## src/rtl/sar_pkg.sv

```systemverilog
package sar_pkg;
  typedef enum logic [1:0] {
    ST_IDLE   = 2'd0,
    ST_SAMPLE = 2'd1,
    ST_TRIAL  = 2'd2
  } sar_state_e;
endpackage

```

## src/rtl/sar_amp_ctl.sv

```systemverilog
// Amplifier enable and the settle-assist strobe that follows its rising edge.
module sar_amp_ctl #(
  parameter int SETTLE_CYC = 2
) (
  input  logic clk,
  input  logic rst,
  input  logic en,
  output logic amp_en_o,
  output logic settle_o
);
  localparam int CNT_W = $clog2(SETTLE_CYC) + 1;

  logic [CNT_W-1:0] left_q;
  logic             rise;

  assign rise = en & ~amp_en_o;

  always_ff @(posedge clk) begin
    if (rst) begin
      amp_en_o <= 1'b0;
      settle_o <= 1'b0;
      left_q   <= '0;
    end else begin
      amp_en_o <= en;
      if (!en) begin
        settle_o <= 1'b0;
        left_q   <= '0;
      end else if (rise) begin
        settle_o <= 1'b1;
        left_q   <= CNT_W'(SETTLE_CYC - 1);
      end else if (settle_o) begin
        if (left_q == '0) begin
          settle_o <= 1'b0;
        end else begin
          left_q <= left_q - 1'b1;
        end
      end
    end
  end
endmodule

```

## src/rtl/sar_seq.sv

```systemverilog
// Phase sequencer: idle, sample window, bit trials; warm-up tracking.
module sar_seq
  import sar_pkg::*;
#(
  parameter int RES_W      = 10,
  parameter int SAMPLE_CYC = 4,
  localparam int IDX_W     = (RES_W > 1) ? $clog2(RES_W) : 1
) (
  input  logic             clk,
  input  logic             rst,
  input  logic             en,
  input  logic             start,
  output logic             step_o,
  output logic             last_o,
  output logic             dummy_o,
  output logic [IDX_W-1:0] idx_o,
  output logic             hold_o,
  output logic             busy_o
);
  localparam int CNT_W = $clog2(SAMPLE_CYC) + 1;

  sar_state_e       state_q;
  logic [CNT_W-1:0] cnt_q;
  logic [IDX_W-1:0] idx_q;
  logic             pend_q;
  logic             cur_dummy_q;

  always_ff @(posedge clk) begin
    if (rst) begin
      state_q     <= ST_IDLE;
      cnt_q       <= '0;
      idx_q       <= '0;
      hold_o      <= 1'b0;
      pend_q      <= 1'b1;
      cur_dummy_q <= 1'b0;
    end else if (!en) begin
      state_q <= ST_IDLE;
      hold_o  <= 1'b0;
      pend_q  <= 1'b1;
    end else begin
      case (state_q)
        ST_IDLE: begin
          if (pend_q || start) begin
            state_q     <= ST_SAMPLE;
            cnt_q       <= '0;
            cur_dummy_q <= pend_q;
            pend_q      <= 1'b0;
          end
        end
        ST_SAMPLE: begin
          if (cnt_q == CNT_W'(SAMPLE_CYC - 1)) begin
            state_q <= ST_TRIAL;
            hold_o  <= 1'b1;
            idx_q   <= IDX_W'(RES_W - 1);
          end else begin
            cnt_q <= cnt_q + 1'b1;
          end
        end
        ST_TRIAL: begin
          if (idx_q == '0) begin
            state_q <= ST_IDLE;
            hold_o  <= 1'b0;
          end else begin
            idx_q <= idx_q - 1'b1;
          end
        end
        default: state_q <= ST_IDLE;
      endcase
    end
  end

  assign step_o  = en && (state_q == ST_TRIAL);
  assign last_o  = (idx_q == '0);
  assign idx_o   = idx_q;
  assign dummy_o = cur_dummy_q;
  assign busy_o  = (state_q != ST_IDLE);
endmodule

```

## src/rtl/sar_datapath.sv

```systemverilog
// The DAC code register doubles as the approximation register.
module sar_datapath #(
  parameter int RES_W  = 10,
  localparam int IDX_W = (RES_W > 1) ? $clog2(RES_W) : 1
) (
  input  logic             clk,
  input  logic             rst,
  input  logic             cmp_i,
  input  logic             step_i,
  input  logic             last_i,
  input  logic             dummy_i,
  input  logic [IDX_W-1:0] idx_i,
  output logic [RES_W-1:0] dac_o,
  output logic [RES_W-1:0] result_o,
  output logic             done_o
);
  localparam logic [RES_W-1:0] MID_CODE = RES_W'(1) << (RES_W - 1);

  logic [RES_W-1:0] trial_mask;
  logic [RES_W-1:0] next_mask;
  logic [RES_W-1:0] decided;

  assign trial_mask = RES_W'(1) << idx_i;
  assign next_mask  = trial_mask >> 1;
  assign decided    = cmp_i ? dac_o : (dac_o & ~trial_mask);

  always_ff @(posedge clk) begin
    if (rst) begin
      dac_o    <= MID_CODE;
      result_o <= '0;
      done_o   <= 1'b0;
    end else begin
      done_o <= 1'b0;
      if (step_i && last_i) begin
        dac_o <= MID_CODE;
        if (!dummy_i) begin
          result_o <= decided;
          done_o   <= 1'b1;
        end
      end else if (step_i) begin
        dac_o <= decided | next_mask;
      end else begin
        dac_o <= MID_CODE;
      end
    end
  end
endmodule

```

## src/rtl/sar_conv_ctrl.sv

```systemverilog
module sar_conv_ctrl #(
  parameter int RES_W      = 10,
  parameter int SAMPLE_CYC = 4,
  parameter int SETTLE_CYC = 2
) (
  input  logic             clk,
  input  logic             rst,
  input  logic             en,
  input  logic             start,
  input  logic             cmp_i,
  output logic [RES_W-1:0] dac_o,
  output logic             hold_o,
  output logic             amp_en_o,
  output logic             settle_o,
  output logic             busy_o,
  output logic [RES_W-1:0] result_o,
  output logic             done_o
);
  localparam int IDX_W = (RES_W > 1) ? $clog2(RES_W) : 1;

  logic             step;
  logic             last;
  logic             dummy;
  logic [IDX_W-1:0] idx;

  sar_amp_ctl #(.SETTLE_CYC(SETTLE_CYC)) amp_i (
    .clk      (clk),
    .rst      (rst),
    .en       (en),
    .amp_en_o (amp_en_o),
    .settle_o (settle_o)
  );

  sar_seq #(.RES_W(RES_W), .SAMPLE_CYC(SAMPLE_CYC)) seq_i (
    .clk     (clk),
    .rst     (rst),
    .en      (en),
    .start   (start),
    .step_o  (step),
    .last_o  (last),
    .dummy_o (dummy),
    .idx_o   (idx),
    .hold_o  (hold_o),
    .busy_o  (busy_o)
  );

  sar_datapath #(.RES_W(RES_W)) dp_i (
    .clk      (clk),
    .rst      (rst),
    .cmp_i    (cmp_i),
    .step_i   (step),
    .last_i   (last),
    .dummy_i  (dummy),
    .idx_i    (idx),
    .dac_o    (dac_o),
    .result_o (result_o),
    .done_o   (done_o)
  );
endmodule

```

## config.mk

```make
export PLATFORM = sky130hd
export DESIGN_NAME = sar_conv_ctrl
export DESIGN_NICKNAME = d
export VERILOG_FILES = /design/src/rtl/sar_pkg.sv /design/src/rtl/sar_amp_ctl.sv /design/src/rtl/sar_seq.sv /design/src/rtl/sar_datapath.sv /design/src/rtl/sar_conv_ctrl.sv
export SDC_FILE = /design/constraint.sdc
export NUM_CORES = 1
export LEC_CHECK = 0
export ABC_AREA = 1
export BUFFER_PORTS_ARGS = -buffer_cell sky130_fd_sc_hd__buf_4
export CAP_MARGIN = 20
export CORE_AREA = 2 2 75 77
export DETAILED_ROUTE_END_ITERATION = 12
export DIE_AREA = 0 0 77 79
export PLACE_DENSITY = 0.61
export SETUP_SLACK_MARGIN = 0.4
export SYNTH_ARGS = -nofsm -noshare
export SYNTH_HDL_FRONTEND = slang
export SYNTH_SLANG_ARGS = --single-unit
export TNS_END_PERCENT = 10
```

## constraint.sdc

```tcl
create_clock -name clk -period 1.2 [get_ports clk]
set_input_delay 0.18 -clock clk [delete_from_list [all_inputs] [get_ports clk]]
set_output_delay 0.18 -clock clk [all_outputs]
set_load 0.05 [all_outputs]
```

Word level (Yosys, flattened, before mapping)
Index checks and enable logic that the tools add are counted.

Input bits: 5. Bits in registers: 37. Logic and storage cells: 80. Output and inout port bits: 25.

Bitwise gates (word level): 10. Equality and inequality tests: 9. Add/subtract/negate cells: 3. Muxes and demuxes: 21. Shift operators: 1. Reduce and logical (&&, ||, !) cells: 23.

Operators by type and width (count): AND 10 bit (1); two-way mux 10 bit (1); NOT 10 bit (1); bitwise OR 10 x 9 -> 10 bit (1); << shifter 1 x 4 -> 10 bit (first input constant) (1); two-way mux 1 bit (9); AND reduction 3 bit (3); two-way mux 4 bit (2); != test 2 x 1 -> 1 bit (second input constant) (4); one-hot mux 4 bit (2 select lines) (1); AND reduction 2 bit (4); AND reduction 4 bit (2); nonzero test 2 bit (4); two-way mux 2 bit (3); two-way mux 3 bit (2); NOT 1 bit (6); one-hot mux 2 bit (3 select lines) (1); one-hot mux 3 bit (2 select lines) (1); OR reduction 3 bit (2); logical NOT 2 bit (2); logical NOT 4 bit (1); != test 2 bit (second input constant) (2); OR reduction 2 bit (2); subtractor 4 x 1 -> 4 bit (second input constant) (1); 9 further kinds (10).

Logic depth before layout (Yosys ltp)
Word-level depth: 5. Depth in mapped cells: 9. Gate-level depth less buffers: 9.

Hierarchy
From an unflattened synthesis, not the netlist that was laid out.

Cell total of the unflattened synthesis: 223. Area, all modules: 1686.6 um2.

By module, submodules not included: sar_datapath (area an instance 829.5 um2, sequential area each 420.4 um2, cells each 103, instances 1); sar_seq (area an instance 679.4 um2, sequential area each 240.2 um2, cells each 99, instances 1); sar_amp_ctl (area an instance 177.7 um2, sequential area each 80.1 um2, cells each 21, instances 1).

Least setup slack after synthesis
OpenSTA, ideal clock, no wires.

Path kind: register to register. Start: register seq_i.state_q[0]. End: register seq_i.cnt_q[0]. Stages on the path, launching flop included: 9. Required time: 1086 ps. Setup slack: -302 ps. Arrival time: 1388 ps. Clock period less this slack: 1502 ps. Path buffers: 0. Library setup time: 114 ps. Cell sequence: dfxtp_1 > inv_1 > ha_1 > inv_1 > o21ai_1 > nand3_1 > nand2_1 > nand2_1 > nor2_1.

Word-level cells in the longest chain between the ends: 3. Elaborated cells between the ends (all ways): 7. Classes of those cells: 3 x eq/ne; 1 x mux; 3 x reduce/logical.

Ends and longest elaborated chain: from (decl) (line sar_seq.sv:22) `sar_state_e state_q;`; from (signal assigned) (line sar_seq.sv:30) `state_q <= ST_IDLE;`; from (signal assigned) (line sar_seq.sv:37) `state_q <= ST_IDLE;`; from (signal assigned) (line sar_seq.sv:44) `state_q <= ST_SAMPLE;`; equality test 2 x 1 -> 1 bit or logical NOT 2 bit (tied branches) (line sar_seq.sv:41) `case (state_q)`; != test 2 bit (no source line), or another cell as far along; AND reduction 4 bit (no source line); to (signal assigned) (line sar_seq.sv:56) `cnt_q <= cnt_q + 1'b1;`; to (decl) (line sar_seq.sv:23) `logic [CNT_W-1:0] cnt_q;`.

Parallel ways exist; a longest one is shown, timed or not. A chain may end at the register's enable or synchronous reset.

Worst setup path in the final report
Start: register seq_i.state_q[1]. End: output port busy_o.

Word-level cells in the longest chain between the ends: 1.

Ends and longest elaborated chain: nonzero test 2 bit (line sar_seq.sv:76) `assign busy_o = (state_q != ST_IDLE);`; to (decl) (line sar_conv_ctrl.sv:15) `output logic busy_o,`.

Every way passes these cells.

==> flow_summary.ini <==
[power_and_ir_drop]
switchingPower_uw = 951
peakVddDrop_mv = 0.641
comb_power_share = 0.248
seq_power_share = 0.408
p_int_mw = 2.34
swShare = 0.289
leakage_nw = 1.29
clkPwrFrac = 0.344
power_mw = 3.29
p_per_area_nw_per_um2 = 1150

[synth]
ys_seq_area_frac = 0.419
syn_inst = 243
synth_warnings = 0
yosysTopAreaCell = dfxtp_1
syn-num-nets = 259
ys_seq_elements = 37
synth.area.top_cells = dfxtp_1 (42%), nand2_1 (12%), ha_1 (7.8%), inv_1 (7.0%), nor2_1 (6.6%)
syn_area_per_cell_um2 = 7.28
yosysUniqueCellTypes = 24
syn_area_um2 = 1770
synth_top_area_share = 0.419

[detailed_routing]
via_per_inst = 4.42
totalWireLength_um = 4270
wl_per_cell_um = 11.2
dr.pass1.iters = 4
drtIter0Drc = 72
drc = 0
drtAntennaViolNets = 0
via_count = 1694

[critical_path]
reg2reg_setup_slack_ns = -0.13
cpMaxStageDelayCell = dfxtp_2
crit_fanout = 2
critPathBufInv = 4
startpoint_type = flop
reg2reg_to = seq_i.cnt_q[0]$_SDFFE_PP0P_
reg2reg_depth = 9
cp_top_family = buffers and inverters
required_ns = 1.02
cp_cell_sequence = inv_4 > ha_4 > clkinvlp_4 > buf_6 > buf_8
cp.arrival_ns = 1.20
endpoint_kind = primary output
rr_startpoint = seq_i.state_q[1]$_SDFFE_PP0P_
max_stage_delay_ns = 0.34
crit_type = reg -> out

[floorplan]
fp.coreArea_um2 = 5340
start_util = 0.331
fp.dieW_um = 77
die_area_um2 = 6080
io_pins = 30
num_rows = 27
die_h_um = 79

[grt]
grt_first_pass_wirelength_um = 7060
antenna_found_initial = 0
grt_usage = 0.148
grt_pass1_vias = 1581
grt_overflow_total = 0
grt_max_degree = 22

[final_layout]
area_delta_synth_final_pct = 61.2
drive_gt1_frac = 0.453
nets = 326
post-route-util = 0.534
layout_commonest_cell = nand2_1
fin_area_um2 = 2850
diodes = 0
final_cell_mix = nand2_1 (52), buf_4 (32), nor2_1 (30)

[clock_tree]
clkLatencyLatePin_ns = 0.30
cts_max_path_buffers = 2
clockRootBuffer = clkbuf_8
clk_pin_slew_ns = 0.07
clock-sinks = 37
cts_buffers = 5
cts.htree.levels = 2
cts_tree = built

[min_path]
hold_end = seq_i.cnt_q[1]$_SDFFE_PP0P_
min_from = rst
hp-class = in -> reg
whs_path_depth = 2

[place]
place_hpwl_um = 2840
gp_congestion = 0.756
placed_area_um2 = 2260
port-buffer-count = 29

[sta]
finalCritPeriodShare = 1.15
finalClockSkew_ns = 0.00859
finalHoldViolations = 0
setup_viol = 32
rsz0062_at_grt = true
clock.fmax_mhz = 726
maxSlewHeadroom = 0.800
layout_min_cycle_time_ns = 1.38
worst_slew_pin_slew_ns = 0.299
drv_slew = 0
fin_ws_ns = -0.177

[run_status]
status = complete, but fails checks
violations = setup timing

[flow_run]
cap_violations = 0
synth_stat cells (all sizes together):
| library cell | instances |
|---|---|
| dfxtp | 37 |
| a31oi | 1 |
| nand2 | 59 |
| ha | 11 |
| nand4 | 4 |
| a21oi | 18 |
| o21ai | 12 |
| o31ai | 1 |
| buf | 5 |
| inv | 38 |
| or2 | 1 |
| nor2 | 33 |
| clkbuf | 1 |
| nor2b | 5 |
| nand3 | 17 |
layout make-up:
type	instances	area, µm²
inverters	38	156
repair buffers	66	647
multi-input cells	162	1080
clock inverters	1	30.0
clock buffers	7	86.3
fillers	518	2490
flip-flops and latches	37	763
well taps	72	90.1
power by group through the flow:
stage	Combinational (mW)	Sequential, mW	Clock (mW)
3_5_place_dp	0.607	1.35	0
6_report	0.818	1.34	1.13
5_1_grt	0.898	1.35	1.21
2_1_floorplan	0.353	1.40	0
3_3_place_gp	0.602	1.35	0
4_1_cts	0.753	1.34	1.16
worst register-to-register path, stage by stage (launching register included):
cell	delay (ns)
dfxtp_2	0.34
inv_4	0.06
ha_4	0.15
clkinvlp_4	0.09
buf_6	0.12
o21ai_4	0.18
nand3_4	0.12
nand2_2	0.06
nand2_1	0.05
nor2_1	0.09
how the worst max path moves through the flow:
stage	from	end	slack [ns]	depth (start not counted)
floorplan	seq_i.state_q[1]$_SDFFE_PP0P_	seq_i.cnt_q[0]$_SDFFE_PP0P_	-0.25	7
global placement	seq_i.state_q[0]$_SDFFE_PP0P_	seq_i.idx_o[2]$_SDFFE_PP0P_	-0.18	7
detailed placement	seq_i.state_q[0]$_SDFFE_PP0P_	seq_i.idx_o[2]$_SDFFE_PP0P_	-0.21	7
CTS	seq_i.state_q[0]$_SDFFE_PP0P_	busy_o	-0.19	5
global route	seq_i.state_q[0]$_SDFFE_PP0P_	seq_i.cnt_q[2]$_SDFFE_PP0P_	-0.24	9
finish	seq_i.state_q[1]$_SDFFE_PP0P_	busy_o	-0.18	5
metrics by stage:
stage | TNS [ns] | hold WS, ns | cells | setup WS [ns]
after floorplan | -2.39 | 0.249 | 243 | -0.246
after global placement | -2.88 | 0.420 | 364 | -0.183
after detailed placement | -3.31 | 0.421 | 364 | -0.206
after CTS | -1.48 | 0.101 | 380 | -0.189
after global routing | -4.35 | 0.100 | 383 | -0.243
final | -2.01 | 0.0978 | 383 | -0.177
state kept, by name, summed over array words and instances, names as in the netlist:
register / flops
seq_i.pend_q: 1
amp_i.left_q: 2
amp_i.settle_o: 1
seq_i.idx_o: 4
seq_i.dummy_o: 1
dp_i.result_o: 10
dp_i.done_o: 1
seq_i.state_q: 2
seq_i.hold_o: 1
dp_i.dac_o: 10
amp_i.amp_en_o: 1
seq_i.cnt_q: 3
per-layer routing:
metal,vias to the layer above,global-route usage,routed length [µm]
met5,-,0,0
met4,0,0.0661,59
met3,4,0.0420,131
met2,25,0.268,2270
met1,770,0.161,1810
li1,895,-,-
what timing repair did:
action	CTS	global route
setup endpoints to repair	61	61
buffers inserted	8	3
hold buffers	0	0
resized for setup	81	33
pin swaps	23	19
cell families after synthesis:
logic type | Yosys count | share of synthesized area
AND/OR/NAND/NOR | 119 | 0.301
buffers and inverters | 44 | 0.108
flip-flops | 37 | 0.419
AO/OA/AOI/OAI | 32 | 0.0948
adder cells (fa/ha/maj) | 11 | 0.0778
(Power assumes the default switching activity.)
